**config.mk**
```make
export PLATFORM = sky130hd
export DESIGN_NAME = ldx_unit
export DESIGN_NICKNAME = d
export VERILOG_FILES = /design/src/rtl/ldx_pkg.sv /design/src/rtl/ldx_ctx_latch.sv /design/src/rtl/ldx_lane_select.sv /design/src/rtl/ldx_unit.sv
export SDC_FILE = /design/constraint.sdc
export NUM_CORES = 1
export LEC_CHECK = 0
export ABC_AREA = 1
export BUFFER_PORTS_ARGS = -buffer_cell sky130_fd_sc_hd__buf_4
export CAP_MARGIN = 20
export CORE_ASPECT_RATIO = 1.1
export CORE_MARGIN = 5
export CORE_UTILIZATION = 39
export DETAILED_ROUTE_END_ITERATION = 8
export GPL_TIMING_DRIVEN = 0
export HOLD_SLACK_MARGIN = 0.03
export PLACE_DENSITY = 0.76
export SLEW_MARGIN = 20
export SYNTH_ARGS = -nofsm -noshare
export SYNTH_HDL_FRONTEND = slang
export SYNTH_HIERARCHICAL = 1
export SYNTH_SLANG_ARGS = --single-unit
```
**constraint.sdc**
```tcl
create_clock -name clk -period 1.66 [get_ports clk]
set_input_delay 0 -clock clk [delete_from_list [all_inputs] [get_ports clk]]
set_output_delay 0 -clock clk [all_outputs]
set_load 0.02 [all_outputs]
```
**src/rtl/ldx_pkg.sv**
```systemverilog
package ldx_pkg;

    localparam int XLEN     = 32;
    localparam int RIDX_W   = 5;
    localparam int LANES    = XLEN / 8;
    localparam int OFF_W    = $clog2(LANES);
    localparam int IMM_W    = 12;
    localparam int SEL_W    = 3;

    localparam logic [6:0] OPC_LOAD = 7'b0000011;

    localparam logic [SEL_W-1:0] SEL_BYTE_S = 3'd0;
    localparam logic [SEL_W-1:0] SEL_HALF_S = 3'd1;
    localparam logic [SEL_W-1:0] SEL_WORD   = 3'd2;
    localparam logic [SEL_W-1:0] SEL_BYTE_U = 3'd4;
    localparam logic [SEL_W-1:0] SEL_HALF_U = 3'd5;

    typedef enum logic [1:0] {
        ST_IDLE   = 2'd0,
        ST_FETCH  = 2'd1,
        ST_EXEC   = 2'd2,
        ST_LDWAIT = 2'd3
    } stage_e;

    typedef struct packed {
        logic [RIDX_W-1:0] rd;
        logic [SEL_W-1:0]  sel;
        logic [OFF_W-1:0]  off;
    } ld_ctx_t;

    typedef struct packed {
        logic [XLEN-1:0] value;
        logic            misaligned;
        logic            unknown;
    } lane_res_t;

    typedef struct packed {
        logic              valid;
        logic              err;
        logic [RIDX_W-1:0] rd;
        logic [XLEN-1:0]   data;
    } wb_t;

    function automatic logic [XLEN-1:0] sext_imm(input logic [IMM_W-1:0] imm);
        return {{(XLEN-IMM_W){imm[IMM_W-1]}}, imm};
    endfunction

    function automatic logic [XLEN-1:0] ext8(input logic [7:0] b, input logic signed_ext);
        return {{(XLEN-8){signed_ext & b[7]}}, b};
    endfunction

    function automatic logic [XLEN-1:0] ext16(input logic [15:0] h, input logic signed_ext);
        return {{(XLEN-16){signed_ext & h[15]}}, h};
    endfunction

endpackage

```
**src/rtl/ldx_ctx_latch.sv**
```systemverilog
module ldx_ctx_latch
    import ldx_pkg::*;
(
    input  logic            clk,
    input  logic            rst,
    input  stage_e          stage,
    input  logic [XLEN-1:0] pc,
    input  logic [XLEN-1:0] instr,
    input  logic [XLEN-1:0] base,
    output ld_ctx_t         ctx_o
);

    ld_ctx_t         ctx_q;
    logic [XLEN-1:0] ld_addr;
    logic            is_load;
    logic            unused_bits;

    assign is_load     = (instr[6:0] == OPC_LOAD);
    assign ld_addr     = base + sext_imm(instr[31:20]);
    assign unused_bits = ^{ld_addr[XLEN-1:OFF_W], pc[XLEN-1:OFF_W], instr[19:15]};

    always_ff @(posedge clk) begin
        if (rst) begin
            ctx_q <= '0;
        end else begin
            case (stage)
                ST_FETCH: ctx_q.off <= pc[OFF_W-1:0];
                ST_EXEC: begin
                    if (is_load) begin
                        ctx_q.off <= ld_addr[OFF_W-1:0];
                        ctx_q.rd  <= instr[11:7];
                        ctx_q.sel <= instr[14:12];
                    end
                end
                default: ctx_q <= ctx_q;
            endcase
        end
    end

    assign ctx_o = ctx_q;

    // fetch loads the offset from the program counter
    assert_fetch_off_R2: assert property (@(posedge clk) disable iff (rst)
        (stage == ST_FETCH) |=> (ctx_o.off == $past(pc[OFF_W-1:0])));

    // a non-load execute cycle leaves the context alone
    assert_nonload_hold_R4: assert property (@(posedge clk) disable iff (rst)
        (stage == ST_EXEC && instr[6:0] != OPC_LOAD) |=> $stable(ctx_o));

    // idle and load-wait cycles leave the context alone
    assert_quiet_hold_R4: assert property (@(posedge clk) disable iff (rst)
        (stage == ST_IDLE || stage == ST_LDWAIT) |=> $stable(ctx_o));

    // a load in execute records its register index
    assert_rd_capture_R3: assert property (@(posedge clk) disable iff (rst)
        (stage == ST_EXEC && instr[6:0] == OPC_LOAD) |=> (ctx_o.rd == $past(instr[11:7])));

endmodule

```
**src/rtl/ldx_lane_select.sv**
```systemverilog
module ldx_lane_select
    import ldx_pkg::*;
(
    input  logic [XLEN-1:0]  word,
    input  logic [OFF_W-1:0] off,
    input  logic [SEL_W-1:0] sel,
    output lane_res_t        res_o
);

    logic [7:0]  byte_lane [LANES];
    logic [15:0] half_lane [LANES];

    for (genvar g = 0; g < LANES; g++) begin : g_lane
        assign byte_lane[g] = word[8*g +: 8];
        if (g < LANES - 1) begin : g_half
            assign half_lane[g] = word[8*g +: 16];
        end else begin : g_half_edge
            assign half_lane[g] = {8'h00, word[8*g +: 8]};
        end
    end

    always_comb begin
        res_o = '0;
        case (sel)
            SEL_BYTE_S: res_o.value = ext8(byte_lane[off], 1'b1);
            SEL_BYTE_U: res_o.value = ext8(byte_lane[off], 1'b0);
            SEL_HALF_S, SEL_HALF_U: begin
                if (off == OFF_W'(LANES - 1)) begin
                    res_o.misaligned = 1'b1;
                end else begin
                    res_o.value = ext16(half_lane[off], sel == SEL_HALF_S);
                end
            end
            SEL_WORD: begin
                if (off != '0) begin
                    res_o.misaligned = 1'b1;
                end else begin
                    res_o.value = word;
                end
            end
            default: res_o.unknown = 1'b1;
        endcase
    end

endmodule

```
**src/rtl/ldx_unit.sv**
```systemverilog
module ldx_unit
    import ldx_pkg::*;
(
    input  logic              clk,
    input  logic              rst,
    input  logic [1:0]        stage_i,
    input  logic [XLEN-1:0]   pc_i,
    input  logic [XLEN-1:0]   instr_i,
    input  logic [XLEN-1:0]   base_i,
    input  logic [XLEN-1:0]   mem_word_i,
    output logic              wb_valid_o,
    output logic              wb_err_o,
    output logic [RIDX_W-1:0] wb_rd_o,
    output logic [XLEN-1:0]   wb_data_o
);

    stage_e    stage;
    ld_ctx_t   ctx;
    lane_res_t lane;
    wb_t       wb_next;
    wb_t       wb_q;

    assign stage = stage_e'(stage_i);

    ldx_ctx_latch u_ctx (
        .clk   (clk),
        .rst   (rst),
        .stage (stage),
        .pc    (pc_i),
        .instr (instr_i),
        .base  (base_i),
        .ctx_o (ctx)
    );

    ldx_lane_select u_lane (
        .word  (mem_word_i),
        .off   (ctx.off),
        .sel   (ctx.sel),
        .res_o (lane)
    );

    always_comb begin
        wb_next = '0;
        if (stage == ST_LDWAIT) begin
            if (lane.misaligned) begin
                wb_next.err = 1'b1;
            end else if (lane.unknown) begin
                wb_next.valid = 1'b1;
            end else begin
                wb_next.valid = 1'b1;
                wb_next.rd    = ctx.rd;
                wb_next.data  = lane.value;
            end
        end
    end

    always_ff @(posedge clk) begin
        if (rst) begin
            wb_q <= '0;
        end else begin
            wb_q <= wb_next;
        end
    end

    assign wb_valid_o = wb_q.valid;
    assign wb_err_o   = wb_q.err;
    assign wb_rd_o    = wb_q.rd;
    assign wb_data_o  = wb_q.data;

    // any result follows a load-wait cycle
    assert_after_wait_R10: assert property (@(posedge clk) disable iff (rst)
        (wb_valid_o || wb_err_o) |-> ($past(stage_i) == 2'd3));

    // write and error never together
    assert_excl_R11: assert property (@(posedge clk) disable iff (rst)
        !(wb_valid_o && wb_err_o));

    // quiet outputs when no write
    assert_quiet_R11: assert property (@(posedge clk) disable iff (rst)
        !wb_valid_o |-> (wb_rd_o == '0 && wb_data_o == '0));

    // unsigned byte leaves the upper bits clear
    assert_byte_zext_R5: assert property (@(posedge clk) disable iff (rst)
        (wb_valid_o && $past(ctx.sel) == SEL_BYTE_U) |-> (wb_data_o[XLEN-1:8] == '0));

    // an error only comes from a half or word selector
    assert_err_sel_R8: assert property (@(posedge clk) disable iff (rst)
        wb_err_o |-> ($past(ctx.sel) == SEL_HALF_S || $past(ctx.sel) == SEL_HALF_U
                      || $past(ctx.sel) == SEL_WORD));

endmodule

```
==> results.json <==
{
  "vias": 2858,
  "final-max-slew-violation-count": 0,
  "synth_area_leader_cell": "dfxtp_1",
  "syn_inst": 418,
  "grt_max_degree": 17,
  "grt_pass1_vias": 2753,
  "total_power_w": 0.002907,
  "most-common-layout-cells": "nand2_1, buf_4, inv_1, nor2_1, dfxtp_1",
  "antenna_cells": 0,
  "fin_nets": 668,
  "gr-usage-met2": 0.2947,
  "r2r_setup_slack_ns": 0.13,
  "stdcell_area_um2": 3933,
  "grt.overflow.total": 0,
  "numCtsBuffers": 5,
  "clk_pin_slew_ns": 0.09,
  "antenna_found_initial": 0,
  "final_cells": 621,
  "fin_skew_ns": 0.006241,
  "io_pins": 171,
  "die_x_um": 91.12,
  "initial_core_util": 0.4006,
  "drt_pass1_iterations": 4,
  "clockBufferDepth": 2,
  "synth.ff_latch_count": 49,
  "required_ns": 1.91,
  "worst_r2r_startpoint": "u_ctx/ctx_o[1]",
  "ant_nets": 0,
  "relSlewSlack": 0.7086,
  "core-area_um2": 7047,
  "crit_type": "reg -> reg",
  "final.setup.worst_slack_ns": 0.1310,
  "maxCapViolCount": 0,
  "drt_wl_total_um": 6967,
  "clock_latency_ns": 0.31,
  "crit_end": "wb_data_o[19]",
  "hold_path_startpoint": "mem_word_i[1]",
  "ys_seq_area_frac": 0.3475,
  "post-route-period-util": 0.9211,
  "vdd_drop_max_v": 0.0003653,
  "grt_busiest_layer": "met2",
  "syn_nets": 551,
  "status": "completed",
  "ys_warn_count": 6,
  "end_kind": "register",
  "syn_to_final_growth_pct": 39.32,
  "r2r-end": "wb_data_o[19]",
  "cp_max_fo": 10,
  "wl_per_cell_um": 11.22,
  "via_per_inst": 4.602,
  "synth_top_area_share": 0.3475,
  "final_common_cell": "nand2_1",
  "hold_violations": 0,
  "period_minus_slack_ns": 1.529,
  "die_area_um2": 9041,
  "setup_viol": 0,
  "syn_area_um2": 2823,
  "startpoint": "u_ctx/ctx_o[1]",
  "placed_area_um2": 3642,
  "syn_avg_cell_area_um2": 6.753,
  "dp_hpwl_um": 5575,
  "cts_root_buf": "clkbuf_8",
  "grt_pass1_wl_um": 11710,
  "synth_area_leaders": "dfxtp_1, nand2_1, inv_1, nor2_1, nand3_2",
  "drc_errors": 0,
  "reg2reg_depth": 8,
  "p_leak_nw": 2.146,
  "startpoint_type": "register",
  "die_h_um": 99.23,
  "post-place-ws_ns": -0.2167,
  "first_iter_violations": 125,
  "row_count": 32,
  "hold_class": "in -> reg",
  "gp_congestion": 0.8190,
  "h-tree-depth": 2,
  "cts.sinks": 49,
  "arrival_ns": 1.78,
  "grt.met1_usage": 0.1614,
  "port_buffers": 95,
  "rsz0062_at_grt": "no",
  "synth_cell_types": 23,
  "layout-drive-gt1-share": 0.3340,
  "dp_cells": 598,
  "use_met3": 0.04766,
  "tightest_slew_ns": 0.4342,
  "cts_tree": "yes",
  "timing.fmax_ghz": 0.6540,
  "p_per_area_nw_per_um2": 739.2,
  "grt_usage": 0.1551
}
-- metrics by stage --
step / hold WS [ns] / utilization / setup TNS, ns
floorplan: 0.1463 / - / 0
CTS: 0.03794 / 0.5513 / 0
global route: 0.05908 / 0.5581 / 0
global placement: 0.2330 / 0.5169 / -6.357
finish: 0.03965 / 0.5581 / 0
detailed placement: 0.2398 / 0.5169 / -6.100
-- flip-flops by register name (all words and copies together) (netlist names) --
signal / cells
wb_err_o: 1
wb_valid_o: 1
wb_rd_o: 5
wb_data_o: 32
u_ctx/ctx_o: 10
-- how the worst min path moves through the flow --
stage,to,slack [ns],cells past startpoint
CTS,wb_data_o[1],0.04,5
global route,wb_data_o[3],0.06,5
floorplan,u_ctx/ctx_o[6],0.15,2
detailed placement,u_ctx/ctx_o[9],0.24,3
finish,wb_data_o[1],0.04,5
global placement,u_ctx/ctx_o[9],0.23,3
-- layer usage --
| layer | part of all wire | wire [µm] | vias up |
|---|---|---|---|
| li1 | - | - | 1474 |
| met1 | 0.37 | 2553 | 1283 |
| met2 | 0.54 | 3755 | 90 |
| met3 | 0.077 | 536 | 11 |
| met4 | 0.018 | 122 | 0 |
| met5 | 0 | 0 | - |
-- cell families after synthesis --
logic type               synth area share
AND/OR/NAND/NOR                    0.4539
adder cells (fa/ha/maj)          0.004432
buffers and inverters              0.1600
AO/OA/AOI/OAI                     0.03413
flip-flops                         0.3475
-- cell type report --
type,count,area [µm²]
plain buffers,12,143.9
inverters,84,315.3
flip-flops and latches,49,982.2
clock buffers,5,68.82
clock inverters,3,68.82
repair buffers,110,850.8
well taps,85,106.4
fillers,675,3114
multi-input cells,273,1396
-- critical path, cell delays in order (launching register included) --
cell	delay [ns]
dfxtp_1	0.33
buf_6	0.15
nor2_4	0.18
buf_6	0.16
o22ai_2	0.10
nor2_2	0.16
nand2_4	0.12
buf_6	0.17
nor2_1	0.09
-- cell usage after synthesis (all sizes together) --
master and count:
dfxtp 49, ha 1, nor3 1, nand2 119
clkbuf 3, nand3 53, buf 9, o22ai 1
nor2 80, inv 84, o21ai 18
-- what timing repair did --
action / CTS / global route
buffers inserted: 0 / 5
setup endpoints to repair: 37 / 31
gates resized for setup: 3 / 3
endpoints found under the hold margin: 11 / 0
pin swaps: 0 / 2
hold buffers: 10 / 0
-- power breakdown --
part / switching [W] / internal [W]
sequential: 0.0000126 / 0.00121
clock: 0.000411 / 0.000606
combinational: 0.000358 / 0.000311
(Power assumes the default switching activity.)
